==> src/rtl/raster_pkg.sv <==
// Shared definitions for the raster timing generator.
// Assumes: nothing beyond IEEE 1800-2017.
package raster_pkg;

    // Run-control states: stopped, producing frames, finishing last frame
    typedef enum logic [1:0] {
        RS_IDLE  = 2'd0,
        RS_RUN   = 2'd1,
        RS_DRAIN = 2'd2
    } run_state_e;

endpackage

==> src/rtl/raster_shadow.sv <==
// Shadow copy of the packed configuration word.
// Assumes: load is high only when the engine is stopped or at a frame end.
module raster_shadow #(
    parameter int CW = 8
) (
    input  logic          clk,
    input  logic          rst_n,
    input  logic          load,
    input  logic [CW-1:0] cfg_in,
    output logic [CW-1:0] cfg_q
);

    // Capture the live configuration when allowed
    always_ff @(posedge clk) begin
        if (!rst_n)
            cfg_q <= '0;
        else if (load)
            cfg_q <= cfg_in;
    end

endmodule

==> src/rtl/raster_axis.sv <==
// One raster axis: position counter plus region decode for the
// order sync, back porch, active, front porch.
// Assumes: every span is at least 1; step advances by one position.
module raster_axis #(
    parameter int W = 8
) (
    input  logic         clk,
    input  logic         rst_n,
    input  logic         restart,
    input  logic         step,
    input  logic [W-1:0] sw,
    input  logic [W-1:0] bp,
    input  logic [W-1:0] act,
    input  logic [W-1:0] fp,
    output logic [W+1:0] pos,
    output logic [W+1:0] tot,
    output logic         last,
    output logic         in_sync,
    output logic         in_act,
    output logic         at_act_start
);

    localparam int TW = W + 2;

    logic [TW-1:0] act_beg;
    logic [TW-1:0] act_end;

    // Span boundaries derived from the programmed widths
    always_comb begin
        act_beg = TW'(sw) + TW'(bp);
        act_end = act_beg + TW'(act);
        tot     = act_end + TW'(fp);
    end

    // Region flags for the current position
    always_comb begin
        last         = (pos == tot - TW'(1));
        in_sync      = (pos < TW'(sw));
        in_act       = (pos >= act_beg) && (pos < act_end);
        at_act_start = (pos == act_beg);
    end

    // Position counter, held at zero while restart is high
    always_ff @(posedge clk) begin
        if (!rst_n)
            pos <= '0;
        else if (restart)
            pos <= '0;
        else if (step)
            pos <= last ? '0 : pos + TW'(1);
    end

endmodule

==> src/rtl/raster_ctrl.sv <==
// Run control: start on enable, stop only at frame end, frame and
// vsync-relative pixel counters, frame boundary event.
// Assumes: h_last/v_last come from the axis counters of this engine.
module raster_ctrl
    import raster_pkg::*;
#(
    parameter int FW  = 16,
    parameter int FCW = 8
) (
    input  logic           clk,
    input  logic           rst_n,
    input  logic           en_i,
    input  logic           h_last,
    input  logic           v_last,
    output logic           running,
    output logic           frame_end,
    output logic           cfg_load,
    output logic [FW-1:0]  pix,
    output logic [FCW-1:0] frame,
    output logic           evt
);

    run_state_e state_q;
    logic       start;
    logic       advance;

    // Decode the boundary conditions of the current cycle
    always_comb begin
        running   = (state_q != RS_IDLE);
        frame_end = running && h_last && v_last;
        start     = (state_q == RS_IDLE) && en_i;
        advance   = start || (frame_end && (state_q == RS_RUN) && en_i);
        cfg_load  = !running || frame_end;
    end

    // Run state: a stop request is sticky until the frame ends
    always_ff @(posedge clk) begin
        if (!rst_n)
            state_q <= RS_IDLE;
        else begin
            case (state_q)
                RS_IDLE:  if (en_i) state_q <= RS_RUN;
                RS_RUN:   if (!en_i) state_q <= frame_end ? RS_IDLE : RS_DRAIN;
                RS_DRAIN: if (frame_end) state_q <= RS_IDLE;
                default:  state_q <= RS_IDLE;
            endcase
        end
    end

    // Pixel count from first vsync pixel, 1-based
    always_ff @(posedge clk) begin
        if (!rst_n)
            pix <= FW'(1);
        else if (!running || frame_end)
            pix <= FW'(1);
        else
            pix <= pix + FW'(1);
    end

    // Frame counter and frame boundary event
    always_ff @(posedge clk) begin
        if (!rst_n) begin
            frame <= '0;
            evt   <= 1'b0;
        end else begin
            if (advance)
                frame <= frame + FCW'(1);
            evt <= start || frame_end;
        end
    end

endmodule

==> src/rtl/raster_timer.sv <==
// Top of the raster timing generator with early fetch strobe.
// Assumes: all spans at least 1; outputs are decoded from registered
// counters, so they belong to the pixel the counters point at.
module raster_timer #(
    parameter int HW  = 12,
    parameter int VW  = 12,
    parameter int FW  = 24,
    parameter int FCW = 16
) (
    input  logic           clk,
    input  logic           rst_n,
    input  logic           en_i,
    input  logic [HW-1:0]  hsw_i,
    input  logic [HW-1:0]  hbp_i,
    input  logic [HW-1:0]  hact_i,
    input  logic [HW-1:0]  hfp_i,
    input  logic [VW-1:0]  vsw_i,
    input  logic [VW-1:0]  vbp_i,
    input  logic [VW-1:0]  vact_i,
    input  logic [VW-1:0]  vfp_i,
    input  logic           hpol_i,
    input  logic           vpol_i,
    input  logic           pf_en_i,
    input  logic [FW-1:0]  pf_start_i,
    input  logic           fetch_rdy_i,
    output logic           hsync_o,
    output logic           vsync_o,
    output logic           de_o,
    output logic [VW+1:0]  line_o,
    output logic [FCW-1:0] frame_o,
    output logic [FCW-1:0] frame_rep_o,
    output logic           vsync_evt_o,
    output logic           fetch_o,
    output logic           underrun_o,
    output logic           running_o
);

    localparam int CW  = 4*HW + 4*VW + 3 + FW;
    localparam int VTW = VW + 2;

    logic [CW-1:0]  cfg_live, cfg_q;
    logic [HW-1:0]  s_hsw, s_hbp, s_hact, s_hfp;
    logic [VW-1:0]  s_vsw, s_vbp, s_vact, s_vfp;
    logic           s_hpol, s_vpol, s_pf_en;
    logic [FW-1:0]  s_pf_start;

    logic           running, frame_end, cfg_load, evt;
    logic [FW-1:0]  pix;
    logic [FCW-1:0] frame;

    logic [HW+1:0]  h_pos, h_tot;
    logic [VTW-1:0] v_pos, v_tot;
    logic           h_last, h_sync, h_act, h_first;
    logic           v_last, v_sync, v_act, v_first;
    logic           rep_win;

    // Pack live configuration and unpack the shadow copy
    assign cfg_live = {hsw_i, hbp_i, hact_i, hfp_i, vsw_i, vbp_i, vact_i, vfp_i,
                       hpol_i, vpol_i, pf_en_i, pf_start_i};
    assign {s_hsw, s_hbp, s_hact, s_hfp, s_vsw, s_vbp, s_vact, s_vfp,
            s_hpol, s_vpol, s_pf_en, s_pf_start} = cfg_q;

    raster_shadow #(.CW(CW)) u_shadow (
        .clk    (clk),
        .rst_n  (rst_n),
        .load   (cfg_load),
        .cfg_in (cfg_live),
        .cfg_q  (cfg_q)
    );

    raster_ctrl #(.FW(FW), .FCW(FCW)) u_ctrl (
        .clk       (clk),
        .rst_n     (rst_n),
        .en_i      (en_i),
        .h_last    (h_last),
        .v_last    (v_last),
        .running   (running),
        .frame_end (frame_end),
        .cfg_load  (cfg_load),
        .pix       (pix),
        .frame     (frame),
        .evt       (evt)
    );

    raster_axis #(.W(HW)) u_hax (
        .clk          (clk),
        .rst_n        (rst_n),
        .restart      (!running),
        .step         (running),
        .sw           (s_hsw),
        .bp           (s_hbp),
        .act          (s_hact),
        .fp           (s_hfp),
        .pos          (h_pos),
        .tot          (h_tot),
        .last         (h_last),
        .in_sync      (h_sync),
        .in_act       (h_act),
        .at_act_start (h_first)
    );

    raster_axis #(.W(VW)) u_vax (
        .clk          (clk),
        .rst_n        (rst_n),
        .restart      (!running),
        .step         (running && h_last),
        .sw           (s_vsw),
        .bp           (s_vbp),
        .act          (s_vact),
        .fp           (s_vfp),
        .pos          (v_pos),
        .tot          (v_tot),
        .last         (v_last),
        .in_sync      (v_sync),
        .in_act       (v_act),
        .at_act_start (v_first)
    );

    // Raster outputs decoded from the counter position
    always_comb begin
        hsync_o    = (running && h_sync) ^ s_hpol;
        vsync_o    = (running && v_sync) ^ s_vpol;
        de_o       = running && h_act && v_act;
        line_o     = running ? v_pos + VTW'(1) : '0;
        fetch_o    = running && s_pf_en && (pix == s_pf_start);
        underrun_o = running && h_first && v_first && !fetch_rdy_i;
    end

    // Frame count that already includes a frame being fetched
    always_comb begin
        rep_win     = running && s_pf_en && (line_o > v_tot - VTW'(s_vfp))
                      && (line_o <= v_tot);
        frame_rep_o = rep_win ? frame + FCW'(1) : frame;
        frame_o     = frame;
        vsync_evt_o = evt;
        running_o   = running;
    end

endmodule

==> config.mk <==
export PLATFORM = sky130hd
export DESIGN_NAME = raster_timer
export DESIGN_NICKNAME = d
export VERILOG_FILES = /design/src/rtl/raster_pkg.sv /design/src/rtl/raster_shadow.sv /design/src/rtl/raster_axis.sv /design/src/rtl/raster_ctrl.sv /design/src/rtl/raster_timer.sv
export SDC_FILE = /design/constraint.sdc
export NUM_CORES = 1
export LEC_CHECK = 0
export BUFFER_PORTS_ARGS = -buffer_cell sky130_fd_sc_hd__buf_4
export CELL_PAD_IN_SITES_DETAIL_PLACEMENT = 0
export CELL_PAD_IN_SITES_GLOBAL_PLACEMENT = 2
export CORE_MARGIN = 3
export CORE_UTILIZATION = 32
export CTS_CLUSTER_SIZE = 14
export DETAILED_ROUTE_END_ITERATION = 6
export GPL_ROUTABILITY_DRIVEN = 1
export PLACE_DENSITY = 0.81
export SLEW_MARGIN = 20
export SYNTH_ARGS = -nofsm -noshare
export SYNTH_HDL_FRONTEND = slang
export SYNTH_SLANG_ARGS = --single-unit
==> constraint.sdc <==
create_clock -name clk -period 6.75 [get_ports clk]
set_input_delay 0 -clock clk [delete_from_list [all_inputs] [get_ports clk]]
set_output_delay 0 -clock clk [all_outputs]
set_load 0.005 [all_outputs]
==> flow_summary.rst <==
.. list-table::
   :header-rows: 1

   * - Metric
     - Value
   * - Number of different library cells in the post-synthesis netlist
     - just under 80
   * - Area share of the leading cell type in the synthesized netlist
     - between 20% and 30%
   * - Starting Density
     - about 33%
   * - Cell repeated most along the worst path
     - sky130_fd_sc_hd__buf_4
   * - Critical Path Max Stage Delay
     - ~420 ps
   * - Worst Slack Setup Final
     - -173 ps
   * - Pins Over Slew Limit
     - 0
   * - Crit start category
     - flip-flop
   * - Worst-case register-to-register setup slack
     - between 200 and 250 ps
   * - Clock latency of the later-clocked register in the worst-skew pair
     - approximately 460 ps
   * - Setup crit end kind
     - primary output
   * - Die span in x
     - 230 um
   * - Layout Utilization
     - ~44%
   * - Standby leakage power
     - just under 10 nW
   * - Seq/Total Area, Yosys
     - about a quarter
   * - Length of the first detailed-routing pass in iterations
     - 5
   * - # nets final
     - around 2700
   * - Source of the worst hold timing path
     - rst_n
   * - Violations in the final reports
     - negative setup slack
   * - Result of the run
     - finished, violations left
   * - Maximum Capacitance Violations
     - 0
   * - Number of synthesized flops with an enable pin
     - 0
   * - Final setup skew
     - between 10 and 15 ps
   * - Placed cell areas
     - between 0.015 and 0.02 sq mm
   * - Design area
     - approximately 0.022 sq mm
   * - Fill cell instance count of the final layout
     - slightly below 5000
   * - Met3 usage in global routing
     - under 10%
   * - Root Buffer
     - sky130_fd_sc_hd__clkbuf_16
   * - CP max-delay cell
     - sky130_fd_sc_hd__fa_2
   * - Count of boundary I/O pins
     - 180
   * - Core region area
     - 0.0494 sq mm
   * - Number of cells on the worst hold path
     - 3
   * - Count of endpoints failing setup in the final report
     - 16
   * - First-pass GRT wire length
     - 79.5 mm
   * - Launch point of the critical path
     - u_shadow.cfg_q[63]$_SDFFE_PN0P_
   * - Area enclosed by the die boundary
     - between 0.05 and 0.06 sq mm
   * - Gate count after technology mapping
     - roughly 2000
   * - Met1 Use GR
     - around 25%
   * - Cell taking the most area after synthesis
     - sky130_fd_sc_hd__dfxtp_1
   * - Worst relative slew slack
     - a little over a third
   * - Total global routing track utilization
     - roughly a fifth
   * - Sum Neg Setup Slack
     - -1810 ps
   * - Layer with the highest usage
     - met2
   * - Placed cell count
     - roughly 2800
   * - Num Clock Sinks
     - just under 200
   * - Setup repair after global routing missed its margin
     - true
   * - Placer's final routability congestion estimate
     - between 0.8 and 0.9
   * - Clk pin slew, worst setup/hold paths
     - ~80 ps
   * - DRC violation total after the first TritonRoute iteration
     - roughly 790
   * - Leading post-synthesis cells by instance count
     - sky130_fd_sc_hd__nand2_1, sky130_fd_sc_hd__ha_1, sky130_fd_sc_hd__dfxtp_1
   * - Number of cells traversed by the worst register-to-register path
     - 29
   * - Most frequent cell after synthesis
     - sky130_fd_sc_hd__nand2_1
   * - Met2 GRT Util
     - 30.9%
   * - Area added between synthesis and finish
     - 34.3%
   * - # diodes
     - 0
   * - Worst EP arrival
     - a little under 7000 ps
   * - Post-Synthesis Mean Instance Area
     - around 8 sq um
   * - Number of placement rows
     - 81
   * - Detailed-route wire length per cell
     - roughly 17 um
   * - Total number of H-tree levels
     - 4
   * - Ranking of synthesized cells by area
     - sky130_fd_sc_hd__dfxtp_1, sky130_fd_sc_hd__ha_1, sky130_fd_sc_hd__mux2i_1
   * - Type of the worst setup path
     - reg2out
   * - CTS tree
     - built
   * - Non-filler cells, final
     - 3045
   * - Overall via count from detail_route
     - about 15000
   * - PwrDens
     - around 270 mW/mm^2
   * - Async set or reset register ratio after synthesis
     - 0%
   * - GR Overflow Total
     - 0
   * - Slew @ Worst Pin
     - around 970 ps
   * - Final critical delay including setup and external delays
     - approximately 6900 ps
   * - Antenna viol nets, final
     - 0
   * - Hold Crit Endpoint
     - u_ctrl.frame[4]$_SDFFE_PN0P_
   * - Maximum vdd drop
     - ~0.00014 V
   * - Ys Warns
     - 0
   * - Initial antenna violation count
     - 0
   * - Ratio of routed vias to standard cells
     - between 4 and 5
   * - Req. time, crit path
     - approximately 6800 ps
   * - Number of failing hold endpoints at the final stage
     - 0
   * - Net Count, Synth
     - ~2300
   * - Maximum number of pins on one net before global-route repair
     - slightly below 100
   * - Total wirelength of the detailed-routed design
     - 50.7 mm
   * - Post-synthesis instance area
     - about 0.016 sq mm
   * - Share of final-layout standard cells stronger than drive strength 1
     - 19.6%
   * - #FFs+latches synth
     - around 190
   * - PortBufs
     - ~180
   * - Total half-perimeter wirelength after legalization and detailed placement
     - between 30 and 40 mm
   * - Crit share post-route
     - 103%
   * - Number of global-route vias before repair
     - around 15000
   * - Total DRC errors in the routed layout
     - 0
   * - Top fanout value on the critical path
     - 7
   * - Chip height
     - about 230 um
   * - Launch point of the worst reg-to-reg path
     - u_shadow.cfg_q[63]$_SDFFE_PN0P_
   * - TritonCTS Buffers
     - 17
   * - Dominant register cell in the synthesized netlist
     - sky130_fd_sc_hd__dfxtp_1
   * - Tightest Hold Check Type
     - in2reg
   * - Peak Freq
     - 0.144 GHz
   * - Number of buffers on the longest clock path
     - 2
   * - RR Endpoint
     - u_shadow.cfg_q[75]$_SDFFE_PN0P_
## power by group
part | total, mW | switching [mW] | internal [mW] | leakage [nW]
Sequential | 1.28 | 0.0641 | 1.21 | 1.59
Clock | 1.06 | 0.493 | 0.566 | 0.290
Combinational | 3.60 | 1.89 | 1.71 | 7.97
Total | 5.94 | 2.45 | 3.49 | 9.86
## layout make-up
class	instances	area, sq um	share of cell area, %
clock buffers	20	447	2.07
well taps	664	831	3.84
repair buffers	419	3680	17.0
clock inverters	11	149	0.689
inverters	166	623	2.88
flip-flops and latches	194	3890	18.0
multi-input cells	1571	12000	55.5
## layout by cell type (no fill, tap or decap), types with 9 or more instances in the layout
master,count
sky130_fd_sc_hd__o21a_1,25
sky130_fd_sc_hd__buf_4,275
sky130_fd_sc_hd__and2_1,10
sky130_fd_sc_hd__nand2b_1,30
sky130_fd_sc_hd__dlygate4sd3_1,124
sky130_fd_sc_hd__a21o_1,52
sky130_fd_sc_hd__o21ai_0,40
sky130_fd_sc_hd__inv_1,162
sky130_fd_sc_hd__ha_4,10
sky130_fd_sc_hd__or4_1,9
sky130_fd_sc_hd__mux2i_1,135
sky130_fd_sc_hd__nand3_1,64
sky130_fd_sc_hd__nor4_1,14
sky130_fd_sc_hd__a21oi_1,61
sky130_fd_sc_hd__dfxtp_1,189
sky130_fd_sc_hd__nand2_1,321
sky130_fd_sc_hd__xor2_1,65
sky130_fd_sc_hd__a21boi_0,9
sky130_fd_sc_hd__nand4_1,28
sky130_fd_sc_hd__ha_1,187
sky130_fd_sc_hd__o211ai_1,18
sky130_fd_sc_hd__a21oi_2,23
sky130_fd_sc_hd__o21bai_1,11
sky130_fd_sc_hd__xnor2_1,94
sky130_fd_sc_hd__xnor2_2,16
sky130_fd_sc_hd__nor2_1,112
sky130_fd_sc_hd__nor3_1,20
sky130_fd_sc_hd__clkbuf_16,19
sky130_fd_sc_hd__nor2b_1,11
sky130_fd_sc_hd__and3_1,30
## layer usage
| metal | vias up | share of wire [%] | wire, um |
|---|---|---|---|
| li1 | 7646 | - | - |
| met1 | 7210 | 49 | 24800 |
| met2 | 262 | 46 | 23200 |
| met3 | 50 | 3.8 | 1950 |
| met4 | 0 | 1.7 | 881 |
| met5 | - | 0 | 0 |
## metrics by stage
step                      power [mW]  hold slack [ps]  setup slack (ps)
after floorplan                 3.39             36.5               314
after global placement          4.18              238              38.0
after detailed placement        4.22              242              -160
after CTS                       5.58              115             -63.7
after global routing            6.40              165              -478
final                           5.94              115              -173
## flip-flops by register name, indices dropped and copies added (netlist names)
register and count:
u_ctrl.state_q 2, u_shadow.cfg_q 123, u_ctrl.pix 24, u_ctrl.evt 1, u_ctrl.frame 16, u_hax.pos 14
u_vax.pos 14
## worst max-delay path by stage
stage	end	slack, ps	cells past startpoint
after floorplan	frame_rep_o[6]	310	32
after global placement	frame_rep_o[1]	40	35
after detailed placement	frame_rep_o[10]	-160	35
after CTS	frame_rep_o[1]	-60	33
after global routing	frame_rep_o[14]	-480	33
final	frame_rep_o[9]	-170	32
## worst max-delay path: cells and delay by family (launching register included)
kind	cells	cell delay (ps)
AND/OR/NAND/NOR	7	1150
flip-flops	1	340
buffers and inverters	5	710
XOR/XNOR	4	770
adder cells (fa/ha/maj)	6	1950
AO/OA/AOI/OAI	10	1570
## cells by family after synthesis
family,Yosys count,synth area share [%]
simple gates,700,20.0
fa+ha+maj,210,16.7
mux,138,8.59
flops,194,24.1
compound gates,340,14.5
buf+inv,242,6.12
xor+xnor,183,10.1
## timing repair
item,CTS,global route
resized for setup,62,106
setup buffers,21,19
hold buffers,124,0
endpoints found under the hold margin,130,0
gates cloned,1,2
endpoints found under the setup margin,24,202
pin swaps,38,73
Note: power is estimated with default switching activity, not from simulation.
